[src/rtl/cfgb_pkg.sv]
package cfgb_pkg;

  localparam int unsigned CFG_BYTES = 256;
  localparam logic [31:0] HIT_MASK  = 32'h80FF_FF00;
  localparam logic [31:0] HIT_VALUE = 32'h8000_0000;
  localparam logic [31:0] ALL_ONES  = 32'hFFFF_FFFF;

  // Access size in bytes from the size field; illegal codes act as 4.
  function automatic logic [2:0] size_bytes(input logic [2:0] sz);
    case (sz)
      3'd1:    size_bytes = 3'd1;
      3'd2:    size_bytes = 3'd2;
      default: size_bytes = 3'd4;
    endcase
  endfunction

  function automatic logic [31:0] size_mask(input logic [2:0] sz);
    case (size_bytes(sz))
      3'd1:    size_mask = 32'h0000_00FF;
      3'd2:    size_mask = 32'h0000_FFFF;
      default: size_mask = 32'hFFFF_FFFF;
    endcase
  endfunction

  // Bytes written, clipped at the end of the four-byte window.
  function automatic logic [2:0] write_count(input logic [1:0] off, input logic [2:0] sz);
    logic [2:0] room;
    room = 3'd4 - {1'b0, off};
    write_count = (size_bytes(sz) < room) ? size_bytes(sz) : room;
  endfunction

  function automatic logic cfg_hit(input logic [31:0] addr);
    cfg_hit = ((addr & HIT_MASK) == HIT_VALUE);
  endfunction

  function automatic logic byte_is_ro(input int unsigned idx);
    byte_is_ro = (idx <= 3) || (idx == 6) || (idx >= 8 && idx <= 11);
  endfunction

  function automatic logic [7:0] byte_reset(input int unsigned idx);
    case (idx)
      0:       byte_reset = 8'h86;
      1:       byte_reset = 8'h80;
      2:       byte_reset = 8'h37;
      3:       byte_reset = 8'h12;
      4:       byte_reset = 8'h06;
      6:       byte_reset = 8'h80;
      7:       byte_reset = 8'h02;
      11:      byte_reset = 8'h06;
      'h51:    byte_reset = 8'h01;
      'h53:    byte_reset = 8'h80;
      'h57:    byte_reset = 8'h01;
      'h58:    byte_reset = 8'h10;
      default: byte_reset = 8'h00;
    endcase
  endfunction

endpackage

[src/rtl/cfgb_port_decode.sv]
module cfgb_port_decode #(
  parameter int unsigned  PORT_W    = 16,
  parameter logic [15:0]  ADDR_PORT = 16'h0CF8,
  parameter logic [15:0]  DATA_PORT = 16'h0CFC
) (
  input  logic              io_valid,
  input  logic              io_write,
  input  logic [PORT_W-1:0] io_port,
  input  logic [2:0]        io_size,
  output logic              claim,
  output logic              sel_addr,
  output logic              sel_win,
  output logic [1:0]        lane,
  output logic              lat_we,
  output logic              win_we,
  output logic              rd_req
);
  localparam logic [PORT_W-1:0] APORT = PORT_W'(ADDR_PORT);
  localparam logic [PORT_W-1:0] DBASE = PORT_W'(DATA_PORT);

  always_comb begin
    sel_addr = (io_port == APORT);
    sel_win  = (io_port[PORT_W-1:2] == DBASE[PORT_W-1:2]);
    lane     = io_port[1:0];
    claim    = sel_addr || sel_win;
    lat_we   = io_valid && io_write && sel_addr && (io_size == 3'd4);
    win_we   = io_valid && io_write && sel_win;
    rd_req   = io_valid && !io_write && claim;
  end
endmodule

[src/rtl/cfgb_addr_latch.sv]
module cfgb_addr_latch (
  input  logic        clk,
  input  logic        rst_n,
  input  logic        we,
  input  logic [31:0] wdata,
  output logic [31:0] addr_q
);
  always_ff @(posedge clk or negedge rst_n) begin
    if (!rst_n)  addr_q <= '0;
    else if (we) addr_q <= wdata;
  end
endmodule

[src/rtl/cfgb_regfile.sv]
module cfgb_regfile
  import cfgb_pkg::*;
#(
  parameter int unsigned NUM_BYTES = CFG_BYTES,
  localparam int unsigned DW_W     = $clog2(NUM_BYTES) - 2
) (
  input  logic            clk,
  input  logic            rst_n,
  input  logic            we,
  input  logic [DW_W-1:0] dw_idx,
  input  logic [1:0]      off,
  input  logic [2:0]      sz,
  input  logic [31:0]     wdata,
  output logic [31:0]     rd_dword
);
  logic [7:0] bytes_q [NUM_BYTES];
  logic [3:0] lane_en;
  logic [7:0] lane_data [4];
  logic [2:0] cnt;

  assign cnt = write_count(off, sz);

  for (genvar l = 0; l < 4; l++) begin : g_lane
    logic [1:0] rel;
    logic [2:0] ln;
    assign ln  = 3'(l);
    assign rel = 2'(l) - off;
    assign lane_en[l]   = we && (2'(l) >= off) && (ln < ({1'b0, off} + cnt));
    assign lane_data[l] = wdata[{rel, 3'b000} +: 8];
    assign rd_dword[8*l +: 8] = bytes_q[{dw_idx, 2'(l)}];
  end

  for (genvar b = 0; b < NUM_BYTES; b++) begin : g_byte
    if (byte_is_ro(b)) begin : g_ro
      assign bytes_q[b] = byte_reset(b);
    end else begin : g_rw
      logic hit_dw;
      assign hit_dw = (dw_idx == DW_W'(b / 4));
      always_ff @(posedge clk or negedge rst_n) begin
        if (!rst_n)                      bytes_q[b] <= byte_reset(b);
        else if (hit_dw && lane_en[b % 4]) bytes_q[b] <= lane_data[b % 4];
      end
    end
  end
endmodule

[src/rtl/cfg_bridge.sv]
module cfg_bridge
  import cfgb_pkg::*;
#(
  parameter int unsigned PORT_W    = 16,
  parameter logic [15:0] ADDR_PORT = 16'h0CF8,
  parameter logic [15:0] DATA_PORT = 16'h0CFC,
  parameter int unsigned NUM_BYTES = CFG_BYTES,
  localparam int unsigned DW_W     = $clog2(NUM_BYTES) - 2
) (
  input  logic              clk,
  input  logic              rst_n,
  input  logic              io_valid,
  input  logic              io_write,
  input  logic [PORT_W-1:0] io_port,
  input  logic [2:0]        io_size,
  input  logic [31:0]       io_wdata,
  output logic              io_claim,
  output logic              rd_valid,
  output logic [31:0]       rd_data
);
  logic        sel_addr, sel_win, lat_we, win_we, rd_req, cfg_match, cfg_we;
  logic [1:0]  lane;
  logic [31:0] addr_q, rd_dword, rd_next;

  cfgb_port_decode #(.PORT_W(PORT_W), .ADDR_PORT(ADDR_PORT), .DATA_PORT(DATA_PORT)) u_dec (
    .io_valid(io_valid), .io_write(io_write), .io_port(io_port), .io_size(io_size),
    .claim(io_claim), .sel_addr(sel_addr), .sel_win(sel_win), .lane(lane),
    .lat_we(lat_we), .win_we(win_we), .rd_req(rd_req)
  );

  cfgb_addr_latch u_lat (
    .clk(clk), .rst_n(rst_n), .we(lat_we), .wdata(io_wdata), .addr_q(addr_q)
  );

  assign cfg_match = cfg_hit(addr_q);
  assign cfg_we    = win_we && cfg_match;

  cfgb_regfile #(.NUM_BYTES(NUM_BYTES)) u_rf (
    .clk(clk), .rst_n(rst_n), .we(cfg_we), .dw_idx(addr_q[DW_W+1:2]),
    .off(lane), .sz(io_size), .wdata(io_wdata), .rd_dword(rd_dword)
  );

  always_comb begin
    if (sel_addr)       rd_next = (io_size == 3'd4) ? addr_q : ALL_ONES;
    else if (cfg_match) rd_next = (rd_dword >> {lane, 3'b000}) & size_mask(io_size);
    else                rd_next = ALL_ONES;
  end

  always_ff @(posedge clk or negedge rst_n) begin
    if (!rst_n) begin
      rd_valid <= 1'b0;
      rd_data  <= '0;
    end else begin
      rd_valid <= rd_req;
      if (rd_req) rd_data <= rd_next;
    end
  end
endmodule

[config.mk]
export PLATFORM = sky130hd
export DESIGN_NAME = cfg_bridge
export DESIGN_NICKNAME = d
export VERILOG_FILES = /design/src/rtl/cfgb_pkg.sv /design/src/rtl/cfgb_port_decode.sv /design/src/rtl/cfgb_addr_latch.sv /design/src/rtl/cfgb_regfile.sv /design/src/rtl/cfg_bridge.sv
export SDC_FILE = /design/constraint.sdc
export NUM_CORES = 2
export LEC_CHECK = 0
export BUFFER_PORTS_ARGS = -buffer_cell sky130_fd_sc_hd__buf_4
export CAP_MARGIN = 5
export CORE_MARGIN = 5
export CORE_UTILIZATION = 30
export CTS_CLUSTER_DIAMETER = 200
export CTS_CLUSTER_SIZE = 14
export DETAILED_ROUTE_END_ITERATION = 12
export GPL_ROUTABILITY_DRIVEN = 0
export PLACE_DENSITY_LB_ADDON = 0.1
export SLEW_MARGIN = 25
export SYNTH_ARGS = -nofsm -noshare
export SYNTH_HDL_FRONTEND = slang
export SYNTH_SLANG_ARGS = --single-unit
[constraint.sdc]
create_clock -name clk -period 6.15 [get_ports clk]
set_clock_uncertainty 0.1 [all_clocks]
set_input_delay 0.3075 -clock clk [delete_from_list [all_inputs] [get_ports clk]]
set_output_delay 0.3075 -clock clk [all_outputs]
set_load 0.1 [all_outputs]
==> summary.md <==
| Metric | Value |
|---|---|
| Critical path fanouts, max | `35` |
| Largest net degree at the start of global routing | `approximately 150` |
| Fin crit share | `around 81%` |
| Setup TNS Final | `0 ns` |
| Vias in the first global route | `65460` |
| Sequential fraction of the synthesis area | `between 50% and 60%` |
| VDD IR-drop max | `between 0.15 and 0.2 mV` |
| Final setup fails | `0` |
| CP Launch Type | `flip-flop` |
| #FFs+latches synth | `roughly 2000` |
| First-pass GRT wire length | `between 500000 and 600000 um` |
| Pleak | `~43 nW` |
| Worst setup EP type | `flip-flop` |
| Setup crit start | `u_lat.addr_q[4]` |
| Main synth FF type | `dfrtp_1` |
| Yosys top cell by area | `dfrtp_1` |
| CTS resizes | `0` |
| Tot Pwr | `roughly 25 mW` |
| Overall Global Routing Usage | `between 20% and 30%` |
| Share of the synthesized area in the top cell type | `between 50% and 60%` |
| Commonest non-fill, non-tap cells in the layout | `nand2_1 (2338), dfrtp_1 (2028), o21ai_0 (2022)` |
| Slew margin rel. | `about a fifth` |
| Nets@finish | `between 8000 and 9000` |
| Drt wl/cell | `29.46 um` |
| Inst Count DP | `12280` |
| CORE AREA | `300000 um2` |
| Placed Instance Area | `96450 um2` |
| Final Hold Fails | `0` |
| CTS root buf | `clkbuf_16` |
| Critical R2R Launch | `u_lat.addr_q[4]` |
| Clk sinks | `2041` |
| Post-route design area | `about 100000 um2` |
| Mapped Avg Cell Area | `~10 um2` |
| Pwr dens | `between 200 and 250 nW/um2` |
| Routed WL | `370000 um` |
| Initial antenna violation count | `46` |
| Synth warn | `0` |
| Via/cell ratio | `5.312` |
| Worst hold slack | `about 0.055 ns` |
| DRT antenna net count | `0` |
| Area contributors post-synth | `dfrtp_1 (56%), o21ai_0 (11%), mux4_2 (10%), nand2_1 (9.7%), mux2i_1 (2.6%)` |
| Max Root-Sink Buffers | `4` |
| Critical path arrival | `~5.6 ns` |
| Clock-pin slew on the worst setup and hold paths | `around 0.07 ns` |
| Mapped Area | `90500 um2` |
| Clock network latency to the later pin of the worst-skew pair | `0.89 ns` |
| Post-DP HPWL | `about 250000 um` |
| Ys async rst share | `between 90% and 100%` |
| RSZ-0062 raised after global routing | `false` |
| Hold_sp | `io_port[1]` |
| Max-Cap Viols | `0` |
| Io pins | `between 80 and 90` |
| Die width | `559.3 um` |
| CTS Buf Count | `roughly 170` |
| Finished Core Util | `about a third` |
| Die H | `approximately 560 um` |
| WP data required | `just under 7 ns` |
| Syn-to-layout area delta | `12.18%` |
| HP Class | `input port to flip-flop` |
| DRC Markers | `0` |
| Critical path class | `flip-flop to flip-flop` |
| CTS HTree Levels | `4` |
| Min Tclk post-route | `roughly 5.0 ns` |
| Fmax | `0.2005 GHz` |
| Via count | `about 67000` |
| Share of layout cells above drive strength 1 | `13.93%` |
| Worst slew pin tran | `roughly 1.2 ns` |
| Fin cells | `approximately 13000` |
| Outcome | `complete, no violations` |
| Synthesized Nets | `slightly below 9000` |
| Post-CTS setup buffers | `0` |
| Die area | `around 310000 um2` |
| DR pass1 iterations | `5` |
| EDFF count, synth | `0` |
| Post-Synthesis Cells | `8655` |
| Leading cell type in the layout, fill and taps excluded | `nand2_1` |
| Netlist cell types | `between 70 and 80` |
| Row count | `201` |
| Drt initial violations | `6014` |
| PortBufs | `just under 90` |
| Dpl ws | `~1 ns` |
| Initial Util | `a little over 30%` |
| CTS tree | `built` |
| Final worst setup slack | `about 1.2 ns` |
| Fin. max-slew vios | `0` |
| Total grt overflow | `0` |
[worst max-delay path, cell delays in order, from the launching register on]
cell and delay (ns):
dfrtp_4 0.97, buf_4 0.48, nand2b_1 0.18, buf_4 0.30
o32ai_1 0.14, nor4_1 0.87, o211ai_1 0.19, nor2_1 0.68
nand2_1 0.33, o31ai_1 0.20, buf_4 0.23, o41ai_1 0.07
[cell families after synthesis]
kind of cell / share of synthesized area, %
and+or+nand+nor: 11.87
xor gates and xnor gates: 0.009679
muxes: 13.59
AOI/OAI and AO/OA: 14.58
adders and majority gates: 0.1465
DFF: 56.44
buffers and inverters: 3.359
[timing repair]
action,4_1_cts,5_1_grt
hold buffers,37,0
hold endpoints to repair,365,0
setup endpoints to repair,0,0
[cell usage after synthesis, types with 6 or more instances]
cell type	instances
o21ai_1	40
nand2_1	2338
mux4_2	402
or3_1	7
a221oi_1	24
a2111oi_0	10
dfstp_2	7
nand2_2	36
a211oi_1	20
nor2_1	133
clkbuf_1	514
inv_1	10
nor4_1	12
o2bb2ai_1	7
and3_1	12
and2_1	8
buf_2	111
buf_1	21
o22ai_1	54
o31ai_1	9
a22oi_1	92
o211ai_1	12
a21oi_1	83
o221ai_1	10
ha_1	9
dfrtp_1	2034
nand4_1	12
nand3b_1	6
nor3_1	53
a22o_1	12
nor2b_1	13
nand2b_1	17
o21ai_0	2022
nand3_1	40
mux2_2	81
mux2i_1	233
buf_4	49
a31oi_1	10
[where the power goes]
part	internal, mW	total (mW)	switching [mW]
registers	13.4	13.4	0.00550
logic	0.184	1.16	0.973
clock network	5.14	10.3	5.19
total	18.7	24.9	6.17
[sequential cells by signal (all words and copies together), names as in the netlist]
register      flops
u_lat.addr_q     32
u_rf.bytes_q   1976
rd_valid          1
rd_data          32
[layer usage]
metal | GRT usage [%] | share of wire, %
met1 | 32.66 | 45
met2 | 35.65 | 45
met3 | 3.795 | 5.5
met4 | 9.737 | 4.9
met5 | 0 | 0.015
[cell type report]
cell class | count | area [um2]
Fill cell | 30440 | 198500
Sequential cell | 2041 | 51110
Multi-Input combinational cell | 5900 | 37160
Tap cell | 3958 | 4952
Clock buffer | 218 | 4541
Timing Repair Buffer | 402 | 3613
Inverter | 14 | 57.56
Clock inverter | 5 | 51.30
Antenna cell | 19 | 47.55
[worst paths after layout]
check	endpoint	slack (ns)	cells past startpoint
max	rd_data[1]	1.16	11
min	rd_data[13]	0.06	5
max reg2reg	rd_data[1]	1.16	11
min reg2reg	u_rf.bytes_q[1412]	0.37	2
max in group asynchronous	u_rf.bytes_q[676]	3.62	5
min in group asynchronous	u_rf.bytes_q[1527]	0.47	3
Note: power is estimated with default switching activity, not from simulation.
